==> config.mk <==
export PLATFORM = sky130hd
export DESIGN_NAME = rnd_stage
export DESIGN_NICKNAME = d
export VERILOG_FILES = /design/src/rtl/rnd_pkg.sv /design/src/rtl/rnd_rst_sync.sv /design/src/rtl/rnd_decide.sv /design/src/rtl/rnd_incr.sv /design/src/rtl/rnd_ovf_dir.sv /design/src/rtl/rnd_stage.sv
export SDC_FILE = /design/constraint.sdc
export NUM_CORES = 1
export LEC_CHECK = 0
export ABC_AREA = 1
export BUFFER_PORTS_ARGS = -buffer_cell sky130_fd_sc_hd__clkbuf_2
export CORE_ASPECT_RATIO = 1.25
export CORE_MARGIN = 1
export CORE_UTILIZATION = 53
export DETAILED_ROUTE_END_ITERATION = 7
export MAX_ROUTING_LAYER = met4
export PLACE_DENSITY = 0.88
export SLEW_MARGIN = 20
export SYNTH_ARGS = -nofsm -noshare
export SYNTH_HDL_FRONTEND = slang
export SYNTH_SLANG_ARGS = --single-unit
==> constraint.sdc <==
create_clock -name clk -period 2.4 [get_ports clk]
set_clock_uncertainty 0.05 [all_clocks]
set_input_delay 0.36 -clock clk [delete_from_list [all_inputs] [get_ports clk]]
set_output_delay 0.36 -clock clk [all_outputs]
set_load 0.02 [all_outputs]
==> src/rtl/rnd_pkg.sv <==
package rnd_pkg;
  typedef enum logic [1:0] {
    RM_NEAREST = 2'b00,
    RM_ZERO    = 2'b01,
    RM_POS     = 2'b10,
    RM_NEG     = 2'b11
  } rnd_mode_e;
endpackage

==> src/rtl/rnd_rst_sync.sv <==
module rnd_rst_sync #(
  parameter int STAGES = 2
) (
  input  logic clk,
  input  logic rst_n,
  output logic rst_n_sync
);
  logic [STAGES-1:0] chain_q;

  always_ff @(posedge clk or negedge rst_n) begin
    if (!rst_n) chain_q <= '0;
    else        chain_q <= {chain_q[STAGES-2:0], 1'b1};
  end

  assign rst_n_sync = chain_q[STAGES-1];
endmodule

==> src/rtl/rnd_decide.sv <==
module rnd_decide
  import rnd_pkg::*;
(
  input  logic      guard_bit,
  input  logic      round_bit,
  input  logic      sticky_bit,
  input  logic      kept_lsb,
  input  logic      sign_bit,
  input  logic [1:0] mode,
  output logic      inexact,
  output logic      incr
);
  logic want;

  assign inexact = guard_bit | round_bit | sticky_bit;

  always_comb begin
    case (mode)
      RM_ZERO: want = 1'b0;
      RM_POS:  want = ~sign_bit;
      RM_NEG:  want = sign_bit;
      default: want = guard_bit & (round_bit | sticky_bit | kept_lsb);
    endcase
    incr = want & inexact;
  end
endmodule

==> src/rtl/rnd_incr.sv <==
module rnd_incr #(
  parameter int KW = 24
) (
  input  logic [KW-1:0] kept,
  input  logic          bump,
  output logic [KW:0]   sum
);
  assign sum = {1'b0, kept} + {{KW{1'b0}}, bump};
endmodule

==> src/rtl/rnd_ovf_dir.sv <==
module rnd_ovf_dir
  import rnd_pkg::*;
(
  input  logic [1:0] mode,
  input  logic       sign_bit,
  output logic       to_inf
);
  always_comb begin
    case (mode)
      RM_ZERO: to_inf = 1'b0;
      RM_POS:  to_inf = ~sign_bit;
      RM_NEG:  to_inf = sign_bit;
      default: to_inf = 1'b1;
    endcase
  end
endmodule

==> src/rtl/rnd_stage.sv <==
module rnd_stage #(
  parameter int WIDTH = 26
) (
  input  logic             clk,
  input  logic             rst_n,
  input  logic             in_valid,
  input  logic [WIDTH-1:0] in_mant,
  input  logic             in_sticky,
  input  logic             in_sign,
  input  logic [1:0]       in_mode,
  input  logic             in_ovf,
  output logic             out_valid,
  output logic [WIDTH-2:0] out_mant,
  output logic             out_up,
  output logic             out_inexact,
  output logic             out_frac_inexact,
  output logic             out_frac_rounded,
  output logic             out_to_inf,
  output logic             out_ovf_flag
);
  localparam int KW = WIDTH - 2;

  logic          rst_sync_n;
  logic          inexact_c, incr_c, to_inf_c;
  logic [KW:0]   sum_c;

  logic             valid_d, up_d, inx_d, frnd_d, inf_d, oflag_d;
  logic [WIDTH-2:0] mant_d;

  rnd_rst_sync #(.STAGES(2)) u_rst (
    .clk(clk), .rst_n(rst_n), .rst_n_sync(rst_sync_n)
  );

  rnd_decide u_dec (
    .guard_bit(in_mant[1]), .round_bit(in_mant[0]), .sticky_bit(in_sticky),
    .kept_lsb(in_mant[2]), .sign_bit(in_sign), .mode(in_mode),
    .inexact(inexact_c), .incr(incr_c)
  );

  rnd_incr #(.KW(KW)) u_inc (
    .kept(in_mant[WIDTH-1:2]), .bump(incr_c), .sum(sum_c)
  );

  rnd_ovf_dir u_dir (
    .mode(in_mode), .sign_bit(in_sign), .to_inf(to_inf_c)
  );

  // next-state
  always_comb begin
    valid_d = in_valid;
    mant_d  = out_mant;
    up_d    = out_up;
    inx_d   = out_inexact;
    frnd_d  = out_frac_rounded;
    inf_d   = out_to_inf;
    oflag_d = out_ovf_flag;
    if (in_valid) begin
      mant_d  = sum_c;
      up_d    = incr_c;
      inx_d   = inexact_c;
      frnd_d  = incr_c;
      inf_d   = to_inf_c;
      oflag_d = in_ovf & to_inf_c;
    end
  end

  // registers
  always_ff @(posedge clk or negedge rst_sync_n) begin
    if (!rst_sync_n) begin
      out_valid        <= 1'b0;
      out_mant         <= '0;
      out_up           <= 1'b0;
      out_inexact      <= 1'b0;
      out_frac_rounded <= 1'b0;
      out_to_inf       <= 1'b0;
      out_ovf_flag     <= 1'b0;
    end else begin
      out_valid        <= valid_d;
      out_mant         <= mant_d;
      out_up           <= up_d;
      out_inexact      <= inx_d;
      out_frac_rounded <= frnd_d;
      out_to_inf       <= inf_d;
      out_ovf_flag     <= oflag_d;
    end
  end

  assign out_frac_inexact = out_inexact;
endmodule

==> out/summary.txt <==
Vias in the first global route: 1,767
Port bufs: 65
Worst path cell trace: clkbuf_2 -> or2_1 -> a22oi_2 -> nand2_1 -> nor2_1 -> ha_1 -> ha_1 -> nand2_1 -> nor2_2 -> nand2_1 -> nor2_2 -> nand3_1 -> nand3_1 -> nand2_1
Mapped cell area: 1863 um2
Max Slew Vio Count: 0
Initial antenna violation count: 0
WP data arrival: 2.26 ns
Seq/Total Area, Yosys: 42.98%
Final setup viols: 0
Core area: 3281 um2
Number of H-tree levels: 2
RR Startpoint: out_mant[6]
CTS Sinks: 32
DRT antenna net count: 0
R2r setup slk: 1.68 ns
Antenna Cells: 0
Startpoint types: input pin
CP Class: input pin to flip-flop
RSZ-0062 raised after global routing: false
Maximum number of pins on one net before global-route repair: 31
DIE HEIGHT: 68.29 um
Pre-antenna DRT Iters: 4
Simple-Gate Fraction of Synth Area: 39.76%
I/O pin count: 66
Crit path buffers/inverters: 1
Post-synth top area cell: dfrtp_1
Crit-path slowest cell: or2_1
Tmin final: 2.145 ns
DR vias/cell: 5.087
R2R cell count: 2
Post-CTS Setup Inserts: 0
Total CTS buffers: 5
Synth warn: 0
Die W: 55.03 um
Critical Path Sink Type: flip-flop
Slowest Stage Delay on Critical Path: 0.24 ns
CP required: 2.52 ns
Worst skew pair latency: 0.28 ns
Yosys top cell area share: 42.98%
Largest family of logic cells by synthesized area: simple AND/OR/NAND/NOR gates
Leakage: 0.001276 uW
Outcome: finished clean
Clock slew at reported path FFs: 0.06 ns
Starting density of the core: 56.79%
Post-synthesis mux area share: 0%
Final hold viol count: 0
FMAX: 0.4663 GHz
CTS tree: done
Setup TNS: 0 ns
GPL Wtd Cong: 0.9010
Cell Pwr Density: 569.3 nW/um2
Clock buffer depth: 2
First-pass GRT wire length: 7293 um
Grt ovf: 0
Total GRT Usage: 28.12%
Top delay family on crit path: simple AND/OR/NAND/NOR gates
Routed WL: 4499 um
DRC: 0
Layout cell share with drive strength beyond 1: 28.01%
Worst Path Max Fanout: 3
Synth unique cells: 26
Syn Inst Count: 262
FF+latch count, synth: 32
R2R Path End: out_mant[6]
DR vias: 1,877
Top cells by area, synth: dfrtp_1 43%, nand2_1 20%, nand3_1 7.3%
Peak supply drop: 0.0005412 V
Hpwl dp: 3466 um
DR WL/cell: 12.19 um
Row count: 23
Initial drt markers: 67
Max cap viols: 0
Avg Cell Area, Syn: 7.111 um2
Hold Path Class: flip-flop to async pin
Die area: 3758 um2
Placed cell count: 360
Post-synthesis net count: 298
Tcrit/Tclk final: 89.36%
Fin nets: 367
Most used cell, CP: nand2_1
Clock root cell: clkbuf_8
Final std cells w/o fill: 369
Compound-Gate Fraction of Synth Area: 5.776%
Synth Area in XOR/XNOR: 2.351%
Post-Synth Adder-Cell Area: 1.343%
Layout area overhead: 25.18%
==> power by group <==
| group | internal (uW) | switching, uW |
|---|---|---|
| clock network | 228 | 191 |
| logic | 101 | 192 |
| registers | 588 | 27.5 |
==> worst register-to-register path: cells and delay by family (launching register included) <==
| kind | cells | cell delay (ns) |
|---|---|---|
| flops | 1 | 0.38 |
| compound gates | 1 | 0.08 |
| simple gates | 1 | 0.07 |
==> how the worst max path moves through the flow <==
stage                     startpoint      endpoint  slack [ns]  cells after the start
after floorplan            in_sticky  out_mant[10]        0.30                     14
after CTS                 in_mode[1]  out_mant[20]        0.23                     14
after detailed placement  in_mode[1]  out_mant[20]      0.0009                     14
final                     in_mode[0]  out_mant[22]        0.26                     14
after global placement     in_sticky  out_mant[12]        0.09                     15
after global routing      in_mode[0]  out_mant[16]       0.003                     14
==> per-layer routing <==
layer | part of all wire (%) | track usage (%)
met1 | 42 | 29.82
met2 | 51 | 51.36
met3 | 5.0 | 5.111
met4 | 2.0 | 8.438
met5 | 0 | -
==> synthesized netlist by cell type (all sizes together) <==
library cell,n
ha,2
nand2,103
nand3b,1
a22oi,1
dfrtp,32
a31oi,2
conb,1
nand4,3
buf,5
a21oi,1
nand3,27
inv,27
clkbuf,3
xor2,5
nor2,29
o21ai,12
o21bai,3
or2,5
==> kinds of logic after synthesis <==
family                   count (synthesis)
other                                    1
XOR/XNOR                                 5
adder cells (fa/ha/maj)                  2
flip-flops                              32
AND/OR/NAND/NOR                        168
buffers and inverters                   35
AO/OA/AOI/OAI                           19
==> what timing repair did <==
item,4_1_cts,5_1_grt
endpoints found under the hold margin,2,0
setup endpoints to repair,0,3
resized for setup,0,1
hold buffers,1,0
==> registers in the layout (all words and copies together), names as in the netlist <==
| register | cells |
|---|---|
| out_to_inf | 1 |
| u_rst.chain_q | 2 |
| out_valid | 1 |
| out_mant | 25 |
| out_ovf_flag | 1 |
| out_frac_rounded | 1 |
| out_frac_inexact | 1 |
==> final cells by class <==
class	count	area [um2]
Fill cell	289	948.4
Sequential cell	32	800.8
Timing Repair Buffer	70	365.4
Multi-Input combinational cell	195	925.9
Inverter	27	101.3
Clock buffer	6	82.58
Tap cell	37	46.29
Clock inverter	2	10.01
==> metrics by stage <==
stage | instance area (um2) | power [uW] | setup WS, ns | hold WS, ns | util (%)
detailed placement | 2225 | 916.1 | 0.0008773 | 0.1019 | 67.81
global route | 2332 | 1409 | 0.003309 | 0.2558 | 71.09
floorplan | 1863 | 795.4 | 0.2957 | 0.01441 | -
finish | 2332 | 1328 | 0.2553 | 0.2051 | 71.09
global placement | 2225 | 907.7 | 0.08998 | 0.09508 | 67.81
CTS | 2327 | 1340 | 0.2279 | 0.2133 | 70.94
==> layout by cell type, fill, tap and decap left out, drive strengths merged <==
master,Yosys,layout
a21oi,1,1
a22oi,1,1
a31oi,2,2
buf,5,4
clkbuf,3,71
clkinv,0,2
conb,1,1
dfrtp,32,32
dlygate4sd3,0,1
ha,2,2
inv,27,27
nand2,103,103
nand3,27,27
nand3b,1,1
nand4,3,3
nor2,29,29
o21ai,12,12
o21bai,3,3
or2,5,5
xor2,5,5
Note: power is estimated with default switching activity, not from simulation.
